`src/rtl/tone_pkg.sv`:
```
package tone_pkg;

  localparam int TBL_AW   = 8;
  localparam int SAMPLE_W = 8;

  // Parabolic approximation of one sine period over 2^TBL_AW entries
  function automatic logic signed [SAMPLE_W-1:0] wave_entry(input int k);
    int h;
    int m;
    int v;
    h = k % 128;
    m = (h * (127 - h)) / 32;
    v = (k >= 128) ? -m : m;
    return v[SAMPLE_W-1:0];
  endfunction

endpackage

```
`src/rtl/tone_rom.sv`:
```
module tone_rom
  import tone_pkg::*;
(
  input  logic [TBL_AW-1:0]          idx,
  output logic signed [SAMPLE_W-1:0] sample
);

  localparam int DEPTH = 1 << TBL_AW;

  logic signed [SAMPLE_W-1:0] rom [DEPTH];

  for (genvar k = 0; k < DEPTH; k++) begin : g_rom
    assign rom[k] = wave_entry(k);
  end

  assign sample = rom[idx];

endmodule

```
`src/rtl/tone_scale.sv`:
```
module tone_scale
  import tone_pkg::*;
#(
  parameter int AMP_W = 8,
  parameter int OUT_W = 8
) (
  input  logic signed [SAMPLE_W-1:0] sample,
  input  logic [AMP_W-1:0]           amp,
  output logic [OUT_W-1:0]           code
);

  localparam int SH      = SAMPLE_W - OUT_W;
  localparam int PW      = SAMPLE_W + AMP_W + 2;
  localparam int MID     = 1 << (OUT_W - 1);
  localparam int AMP_MAX = (1 << AMP_W) - 1;

  logic signed [PW-1:0] samp_x;
  logic signed [PW-1:0] amp_x;
  logic signed [PW-1:0] prod;
  logic signed [PW-1:0] scaled;
  logic signed [PW-1:0] sum;

  always_comb begin
    samp_x = PW'(sample);
    amp_x  = $signed(PW'(amp));
    prod   = samp_x * amp_x;
    if (amp == '0) begin
      scaled = '0;
    end else if (amp == AMP_W'(AMP_MAX)) begin
      scaled = samp_x >>> SH;
    end else begin
      scaled = prod >>> (AMP_W + SH);
    end
    sum  = scaled + PW'(MID);
    code = OUT_W'(sum);
  end

endmodule

```
`src/rtl/tone_phase.sv`:
```
module tone_phase #(
  parameter int ACC_W = 24,
  parameter int AMP_W = 8,
  parameter int CNT_W = 16
) (
  input  logic             clk,
  input  logic             rst_n,
  input  logic             tick,
  input  logic             start,
  input  logic             stop,
  input  logic             timed_in,
  input  logic [ACC_W-1:0] step_in,
  input  logic [AMP_W-1:0] amp_in,
  input  logic [CNT_W-1:0] burst_in,
  input  logic             phase_set,
  input  logic             phase_add,
  input  logic [ACC_W-1:0] phase_word,
  output logic [ACC_W-1:0] acc_d,
  output logic [AMP_W-1:0] amp_q,
  output logic             run_q,
  output logic             shape_en,
  output logic             idle_en
);

  logic [ACC_W-1:0] acc_q, step_q, step_d, phase_val;
  logic [AMP_W-1:0] amp_d;
  logic [CNT_W-1:0] rem_q, rem_d;
  logic             timed_q, timed_d, run_d, phase_wr;

  always_comb begin
    phase_wr  = phase_set | phase_add;
    phase_val = phase_set ? phase_word : (acc_q + phase_word);
    acc_d     = acc_q;
    run_d     = run_q;
    step_d    = step_q;
    amp_d     = amp_q;
    rem_d     = rem_q;
    timed_d   = timed_q;
    shape_en  = 1'b0;
    idle_en   = 1'b0;
    if (stop) begin
      run_d   = 1'b0;
      idle_en = 1'b1;
      if (phase_wr) acc_d = phase_val;
    end else if (start) begin
      run_d   = 1'b1;
      step_d  = step_in;
      amp_d   = amp_in;
      rem_d   = burst_in;
      timed_d = timed_in;
      if (phase_wr) acc_d = phase_val;
    end else if (tick && run_q) begin
      if (timed_q && (rem_q == '0)) begin
        run_d   = 1'b0;
        acc_d   = '0;
        idle_en = 1'b1;
      end else begin
        acc_d    = phase_wr ? phase_val : (acc_q + step_q);
        shape_en = 1'b1;
        if (timed_q) rem_d = rem_q - 1'b1;
      end
    end else begin
      if (tick) idle_en = 1'b1;
      if (phase_wr) acc_d = phase_val;
    end
  end

  always_ff @(posedge clk or negedge rst_n) begin
    if (!rst_n) begin
      acc_q   <= '0;
      step_q  <= '0;
      amp_q   <= '0;
      rem_q   <= '0;
      timed_q <= 1'b0;
      run_q   <= 1'b0;
    end else begin
      acc_q   <= acc_d;
      step_q  <= step_d;
      amp_q   <= amp_d;
      rem_q   <= rem_d;
      timed_q <= timed_d;
      run_q   <= run_d;
    end
  end

endmodule

```
`src/rtl/tone_synth.sv`:
```
module tone_synth
  import tone_pkg::*;
#(
  parameter int ACC_W    = 24,
  parameter int AMP_W    = 8,
  parameter int CNT_W    = 16,
  parameter int OUT_W    = 8,
  parameter bit IDLE_MID = 1'b1
) (
  input  logic             clk,
  input  logic             rst_n,
  input  logic             tick,
  input  logic             start,
  input  logic             stop,
  input  logic             timed_in,
  input  logic [ACC_W-1:0] step_in,
  input  logic [AMP_W-1:0] amp_in,
  input  logic [CNT_W-1:0] burst_in,
  input  logic             phase_set,
  input  logic             phase_add,
  input  logic [ACC_W-1:0] phase_word,
  output logic [OUT_W-1:0] level_out,
  output logic             running_out
);

  localparam logic [OUT_W-1:0] MID_CODE  = {1'b1, {(OUT_W-1){1'b0}}};
  localparam logic [OUT_W-1:0] IDLE_CODE = IDLE_MID ? MID_CODE : '0;

  logic [1:0]               rst_sync;
  logic                     rst_int_n;
  logic [ACC_W-1:0]         acc_d;
  logic [AMP_W-1:0]         amp_q;
  logic                     run_q, shape_en, idle_en;
  logic signed [SAMPLE_W-1:0] sample;
  logic [OUT_W-1:0]         code, level_q, level_d;

  // Reset asserts at once, releases after two edges
  always_ff @(posedge clk or negedge rst_n) begin
    if (!rst_n) rst_sync <= '0;
    else        rst_sync <= {rst_sync[0], 1'b1};
  end
  assign rst_int_n = rst_sync[1];

  tone_phase #(.ACC_W(ACC_W), .AMP_W(AMP_W), .CNT_W(CNT_W)) phase_i (
    .clk(clk), .rst_n(rst_int_n), .tick(tick), .start(start), .stop(stop),
    .timed_in(timed_in), .step_in(step_in), .amp_in(amp_in),
    .burst_in(burst_in), .phase_set(phase_set), .phase_add(phase_add),
    .phase_word(phase_word), .acc_d(acc_d), .amp_q(amp_q), .run_q(run_q),
    .shape_en(shape_en), .idle_en(idle_en)
  );

  tone_rom rom_i (
    .idx(acc_d[ACC_W-1 -: TBL_AW]),
    .sample(sample)
  );

  tone_scale #(.AMP_W(AMP_W), .OUT_W(OUT_W)) scale_i (
    .sample(sample), .amp(amp_q), .code(code)
  );

  always_comb begin
    level_d = level_q;
    if (idle_en)       level_d = IDLE_CODE;
    else if (shape_en) level_d = code;
  end

  always_ff @(posedge clk or negedge rst_int_n) begin
    if (!rst_int_n) level_q <= IDLE_CODE;
    else            level_q <= level_d;
  end

  assign level_out   = level_q;
  assign running_out = run_q;

endmodule

```
`config.mk`:
```
export PLATFORM = sky130hd
export DESIGN_NAME = tone_synth
export DESIGN_NICKNAME = d
export VERILOG_FILES = /design/src/rtl/tone_pkg.sv /design/src/rtl/tone_rom.sv /design/src/rtl/tone_scale.sv /design/src/rtl/tone_phase.sv /design/src/rtl/tone_synth.sv
export SDC_FILE = /design/constraint.sdc
export NUM_CORES = 1
export LEC_CHECK = 0
export CAP_MARGIN = 10
export CORE_UTILIZATION = 46
export CTS_CLUSTER_DIAMETER = 60
export DETAILED_ROUTE_END_ITERATION = 7
export PLACE_DENSITY = 0.76
export SLEW_MARGIN = 20
export SYNTH_ARGS = -nofsm -noshare
export SYNTH_HDL_FRONTEND = slang
export SYNTH_HIERARCHICAL = 1
export SYNTH_SLANG_ARGS = --single-unit
export TNS_END_PERCENT = 30
```
`constraint.sdc`:
```
create_clock -name clk -period 5.1 [get_ports clk]
set_input_delay 1.02 -clock clk [delete_from_list [all_inputs] [get_ports clk]]
set_output_delay 1.02 -clock clk [all_outputs]
set_load 0.05 [all_outputs]
```
==> impl_metrics.py, run 1 <==
metrics = {
    "clock_tree": {
        "cts_buffer_depth": 2,
        "h-tree-depth": 3,
        "clockRootBuffer": "clkbuf_16",
        "cts_num_sinks": 84,
        "cts_tree": "built",
        "hold_buffers": 0,
        "cts_buffers": 9,
        "path_clk_slew_ns": 0.08,
        "clock_latency_ns": 0.36,
    },
    "flow_run": {
        "maxCapViolCount": 0,
    },
    "timing": {
        "finalSetupViolations": 8,
        "drv_slew": 0,
        "max_freq_ghz": 0.120,
        "rsz0062_at_grt": "true",
        "finalHoldViolCount": 0,
        "finalClockSkew_ns": 0.00922,
        "postLayoutSetupSlackWorst_ns": -3.25,
        "slew_headroom_pct": 29.0,
        "period_share_pct": 164,
        "min_period_ns": 8.35,
        "worstMarginPinSlew_ns": 1.06,
    },
    "detailed_routing": {
        "drtAntennaViolNets": 0,
        "routed_via_density": 6.01,
        "avgRoutedWirePerCell_um": 20.0,
        "vias": 12400,
        "first_iter_violations": 1512,
        "drt_pass1_iterations": 6,
        "drt_wl_total_mm": 41.2,
        "drcViolationCount": 0,
    },
    "power": {
        "p_leak_nw": 7.25,
        "powerDensity_nw_per_um2": 741,
        "finalPower_mw": 11.9,
        "ir_worst_vdd_uv": 1200,
    },
    "final_layout": {
        "seqCellArea_um2": 2110,
        "areaGrowthSynthToFinish_pct": 47.9,
        "multi_input_area_um2": 8830,
        "nets": 1962,
        "final_cell_count_no_fill": 2066,
        "fillers": 1707,
        "final_layout_size_suffix_gt1_share_pct": 36.0,
    },
    "global_routing": {
        "grt_start_max_net_pins": 73,
        "grtUsageTotal_pct": 33.5,
        "grt_first_pass_wirelength_mm": 63.8,
        "gr-total-overflow": 0,
        "grt_pass1_vias": 12100,
        "grt_antenna_before_repair": 1,
    },
    "place": {
        "hpwl_mm": 30.5,
        "gp_congestion": 1.04,
        "numPortBuffers": 88,
        "dpl.cell_count": 2006,
    },
    "worst_setup_path": {
        "critPathMaxStageDelay_ns": 0.58,
        "crit_slowest_cell": "fa_1",
        "crit_required_ns": 5.40,
        "crit_path_frequent_cell": "fa_1",
        "arrival_ns": 8.65,
        "r2r_slack_ns": -3.22,
        "reg2regPathDepth": 33,
        "start_kind": "input port",
        "worstSetupEndpointType": "register",
        "critPathKind": "in2reg",
        "regToRegEndpoint": "level_out[7]",
        "reg2reg_from": "phase_i/acc_q[2]",
        "path_max_fanout": 5,
    },
    "floorplan": {
        "die-area_um2": 24300,
        "coreArea_um2": 22900,
        "initial_utilization_pct": 47.5,
        "die_h_um": 156,
        "io_pins": 89,
        "fp.dieW_um": 156,
        "row_count": 55,
    },
    "yosys": {
        "synth_edf_count": 0,
        "yosys_warnings": 6,
        "synth_most_common_cell": "ha_1",
        "ys.flop_type": "dfrtp_1",
        "synthArstFlopShare_pct": 100,
        "syn_area_um2": 10900,
        "synth-seq-cells": 84,
        "synth_common_cells": "ha_1, nor2_1, nand2_1",
        "ys_seq_area_share_pct": 19.3,
        "syn_avg_cell_area_um2": 8.35,
        "syn_inst": 1304,
        "synth_top_area_share_pct": 19.1,
        "yosys-top-cells-area": "dfrtp_1, ha_1, fa_1",
        "yosysTopAreaCell": "dfrtp_1",
        "synth_nets": 1519,
        "synth.distinct_cells": 109,
    },
    "outcome": {
        "status": "finished, violations left",
        "violations": "setup timing",
    },
    "hold_path": {
        "hp-class": "reg2async",
    },
}
critical path, delay by kind of cell:
| family | cells | cell delay, ns |
|---|---|---|
| and+or+nand+nor | 4 | 0.43 |
| xor gates and xnor gates | 1 | 0.13 |
| AOI/OAI and AO/OA | 11 | 2.27 |
| muxes | 2 | 0.76 |
| buffers and inverters | 7 | 1.20 |
| adders and majority gates | 7 | 2.84 |
registers in the layout (all words and copies together) (netlist names):
name	flops
phase_i/rem_q	16
phase_i/run_q	1
rst_sync	2
level_out	8
phase_i/step_q	24
phase_i/acc_q	24
phase_i/timed_q	1
phase_i/amp_q	8
worst max-delay path by stage:
stage | slack, ns | depth (start not counted) | to | startpoint
5_1_grt | -3.54 | 34 | level_out[6] | phase_i/step_q[1]
3_5_place_dp | -4.01 | 35 | level_out[5] | phase_word[4]
6_report | -3.25 | 32 | level_out[7] | phase_word[5]
2_1_floorplan | -3.29 | 32 | level_out[5] | phase_word[4]
4_1_cts | -3.21 | 37 | level_out[6] | phase_word[4]
3_3_place_gp | -3.84 | 34 | level_out[4] | phase_word[4]
cell families after synthesis:
| kind of cell | Yosys count | share of synthesized area [%] |
|---|---|---|
| DFF | 84 | 19.3 |
| other | 1 | 0.0344 |
| AOI/OAI and AO/OA | 408 | 25.6 |
| adders and majority gates | 136 | 18.2 |
| xor gates and xnor gates | 39 | 3.21 |
| muxes | 58 | 6.36 |
| and+or+nand+nor | 426 | 20.7 |
| buffers and inverters | 152 | 6.65 |
what timing repair did:
| item | 4_1_cts | 5_1_grt |
|---|---|---|
| gates cloned | 0 | 0 |
| hold endpoints to repair | 0 | 0 |
| setup endpoints to repair | 8 | 8 |
| resized for setup | 94 | 57 |
| pin swaps | 71 | 50 |
| buffers inserted | 31 | 11 |
power breakdown:
part           total, mW  switching, mW  internal (mW)
combinational       10.3           5.33           4.99
sequential         0.923          0.139          0.785
clock              0.694          0.344          0.349
per-layer routing:
layer / global-route usage [%] / share of wire (%) / up-vias
met5: 0 / 0 / -
met1: 45.3 / 43 / 5960
met4: 12.5 / 3.7 / 0
met2: 54.3 / 46 / 632
li1: - / - / 5703
met3: 4.44 / 8.0 / 114
per-stage QoR:
stage	hold WS (ns)	TNS [ns]	util (%)	instance area [um^2]	setup WS, ns
after floorplan	0.331	-25.57	-	11100	-3.29
after global placement	0.153	-30.08	64.7	14800	-3.84
after detailed placement	0.152	-31.29	64.7	14800	-4.01
after CTS	0.149	-24.60	68.7	15700	-3.21
after global routing	0.160	-27.56	70.3	16100	-3.54
final	0.144	-25.40	70.3	16100	-3.25
area by class of cell:
| type | count | share of cell area (%) |
|---|---|---|
| multi-input cells | 1068 | 54.9 |
| repair buffers | 506 | 25.8 |
| flip-flops and latches | 84 | 13.1 |
| well taps | 313 | 2.43 |
| inverters | 78 | 1.91 |
| clock buffers | 9 | 1.40 |
| clock inverters | 7 | 0.474 |
| diodes | 1 | 0.0155 |
cell usage in the layout, fill, tap and decap left out, types with 31 or more instances in the layout:
cell / n
nor3_1: 31
buf_4: 399
fa_1: 35
clkdlybuf4s50_1: 73
nand2_1: 88
inv_1: 72
dfrtp_1: 81
a21oi_1: 80
mux2_2: 35
ha_1: 68
and2_1: 42
o21ai_0: 68
nor2_1: 91
Note: power is estimated with default switching activity, not from simulation.
==> run 2, diff against run 1 <==
--- a/config.mk
+++ b/config.mk
@@ -10,5 +10,5 @@
 export CTS_CLUSTER_DIAMETER = 60
 export DETAILED_ROUTE_END_ITERATION = 7
-export PLACE_DENSITY = 0.76
+export PLACE_DENSITY = 0.78
 export SLEW_MARGIN = 20
 export SYNTH_ARGS = -nofsm -noshare
==> constraint.sdc (replaced) <==
create_clock -name clk -period 7.5 [get_ports clk]
set_input_delay 1.5 -clock clk [delete_from_list [all_inputs] [get_ports clk]]
set_output_delay 1.5 -clock clk [all_outputs]
set_load 0.02 [all_outputs]
==> run 2 against run 1 <==
  * The flow still finishes with violations (setup timing)
  * Count of clock-buffer cells in the layout unchanged
  * Combinational power decreased by 30%
  * Largest cell class unchanged
  * Final cell count is 1.4% lower
  * First-iteration DRC count down 13%
  * Die area unchanged
  * Sequential power fell by 31%
  * Sequential share of layout area rose by 0.13 points
  * Utilization shrank 0.74 points
  * Critical path depth increased by 5
  * Largest power group unchanged
  * Via count increased by 0.92%
  * Critical endpoint is now level_out[6]
==> impl_metrics.py, run 2 (synthesized netlist as in run 1, its figures left out) <==
metrics = {
    "worst_setup_path": {
        "crit_required_ns": 7.75,
        "path_max_fanout": 5,
        "critPathKind": "in2reg",
        "arrival_ns": 9.07,
        "worstSetupEndpointType": "register",
        "start_kind": "input port",
        "critPathMaxStageDelay_ns": 0.52,
        "crit_slowest_cell": "mux4_2",
    },
    "final_layout": {
        "multi_input_area_um2": 8810,
        "antenna_cells": 0,
        "fin_area_um2": 15900,
        "final_cell_count_no_fill": 2037,
        "areaGrowthSynthToFinish_pct": 46.3,
        "reg.largest.list": "phase_i/acc_q (24), phase_i/step_q (24), phase_i/rem_q (16)",
        "final_layout_size_suffix_gt1_share_pct": 34.8,
        "layout_commonest_cell": "buf_4",
        "seqCellArea_um2": 2110,
        "nets": 1934,
        "fillers": 1731,
        "final_cell_mix": "buf_4, nor2_1, nand2_1, a21oi_1, dfrtp_1",
    },
    "global_routing": {
        "grt_first_pass_wirelength_mm": 66.2,
        "grt_antenna_before_repair": 0,
        "grt_start_max_net_pins": 72,
        "gr-total-overflow": 0,
        "grtUsageTotal_pct": 34.9,
        "grt_pass1_vias": 12600,
    },
    "floorplan": {
        "coreArea_um2": 22900,
        "row_count": 55,
        "die_h_um": 156,
        "fp.dieW_um": 156,
        "io_pins": 89,
        "initial_utilization_pct": 47.5,
        "die-area_um2": 24300,
    },
    "flow_run": {
        "maxCapViolCount": 0,
    },
    "clock_tree": {
        "cts_buffer_depth": 2,
        "cts_num_sinks": 84,
        "clockRootBuffer": "clkbuf_16",
        "path_clk_slew_ns": 0.08,
        "cts_tree": "built",
        "h-tree-depth": 3,
        "clock_latency_ns": 0.37,
        "cts_buffers": 9,
    },
    "place": {
        "placed_area_um2": 14700,
        "numPortBuffers": 88,
        "dpl.cell_count": 1987,
        "hpwl_mm": 31.1,
        "gp_congestion": 0.999,
    },
    "timing": {
        "min_period_ns": 8.82,
        "slew_headroom_pct": 26.9,
        "worstMarginPinSlew_ns": 1.10,
        "max_freq_ghz": 0.113,
        "rsz0062_at_grt": "true",
        "finalClockSkew_ns": 0.0119,
        "finalHoldViolCount": 0,
        "drv_slew": 0,
        "period_share_pct": 118,
        "finalSetupViolations": 8,
        "postLayoutSetupSlackWorst_ns": -1.32,
    },
    "hold_path": {
        "hp-class": "reg2async",
    },
    "power": {
        "powerDensity_nw_per_um2": 520,
        "ir_worst_vdd_uv": 885,
        "p_leak_nw": 7.19,
    },
    "detailed_routing": {
        "first_iter_violations": 1313,
        "drtAntennaViolNets": 0,
        "avgRoutedWirePerCell_um": 21.1,
        "routed_via_density": 6.15,
        "drt_wl_total_mm": 43.0,
        "vias": 12500,
        "drt_pass1_iterations": 6,
        "drcViolationCount": 0,
    },
    "outcome": {
        "violations": "setup timing",
        "status": "finished, violations left",
    },
}
run 2: final timing paths:
kind                                   from                 to  slack, ns  depth (start not counted)
max                           phase_word[4]       level_out[6]      -1.32                         37
min                             rst_sync[1]  phase_i/rem_q[11]       0.16                          0
max reg2reg                phase_i/acc_q[0]       level_out[6]      -1.21                         39
min in group clk                rst_sync[0]        rst_sync[1]       0.38                          0
min reg2reg                     rst_sync[1]  phase_i/rem_q[11]       0.16                          0
max in group asynchronous             rst_n        rst_sync[1]       6.06                          1
run 2: stage by stage:
stage / hold slack, ns / setup TNS [ns] / worst slack, ns / utilization, % / power [mW]
after floorplan: 0.331 / -10.18 / -1.37 / - / 4.62
after global placement: 0.158 / -15.33 / -2.02 / 64.2 / 6.53
after CTS: 0.158 / -8.47 / -1.19 / 68.3 / 7.61
after global routing: 0.165 / -12.32 / -1.66 / 69.5 / 8.85
final: 0.157 / -9.57 / -1.32 / 69.5 / 8.28
after detailed placement: 0.160 / -15.96 / -2.11 / 64.2 / 6.67
run 2: area by class of cell:
cell class	instances	share of cell area, %
inverters	78	1.88
flip-flops and latches	84	13.2
multi-input cells	1068	55.3
clock inverters	7	0.479
clock buffers	9	1.41
repair buffers	478	25.3
well taps	313	2.46
run 2: critical path, delay by kind of cell:
kind | cells | cell delay (ns)
and+or+nand+nor | 5 | 0.58
adders and majority gates | 7 | 2.44
muxes | 3 | 0.92
AOI/OAI and AO/OA | 11 | 2.33
xor gates and xnor gates | 2 | 0.31
buffers and inverters | 9 | 0.97
run 2: what timing repair did:
action / in CTS / in global routing
hold buffers: 0 / 0
setup buffers: 24 / 11
cloned: 1 / 1
setup endpoints to repair: 8 / 8
pin swaps: 64 / 49
gates resized for setup: 104 / 53
run 2: routing by layer:
layer	vias to the layer above	routed length, um	GRT usage, %	part of all wire [%]
met5	-	0	0	0
met4	0	1630	14.2	3.8
met3	153	3070	5.00	7.1
met2	643	19900	57.1	46
met1	6083	18500	46.0	43
li1	5644	-	-	-
run 2: report_power, final:
group          switching (mW)  internal, mW  total (mW)
sequential              0.103         0.533       0.636
clock                   0.245         0.238       0.483
combinational            3.67          3.49        7.16
total                    4.01          4.27        8.28
==> run 3, diff against run 2 <==
- SLEW_MARGIN: 20 -> unset
==> results of run 3 <==
Same layout as run 2: the final DEF is identical, and so are final timing and power.
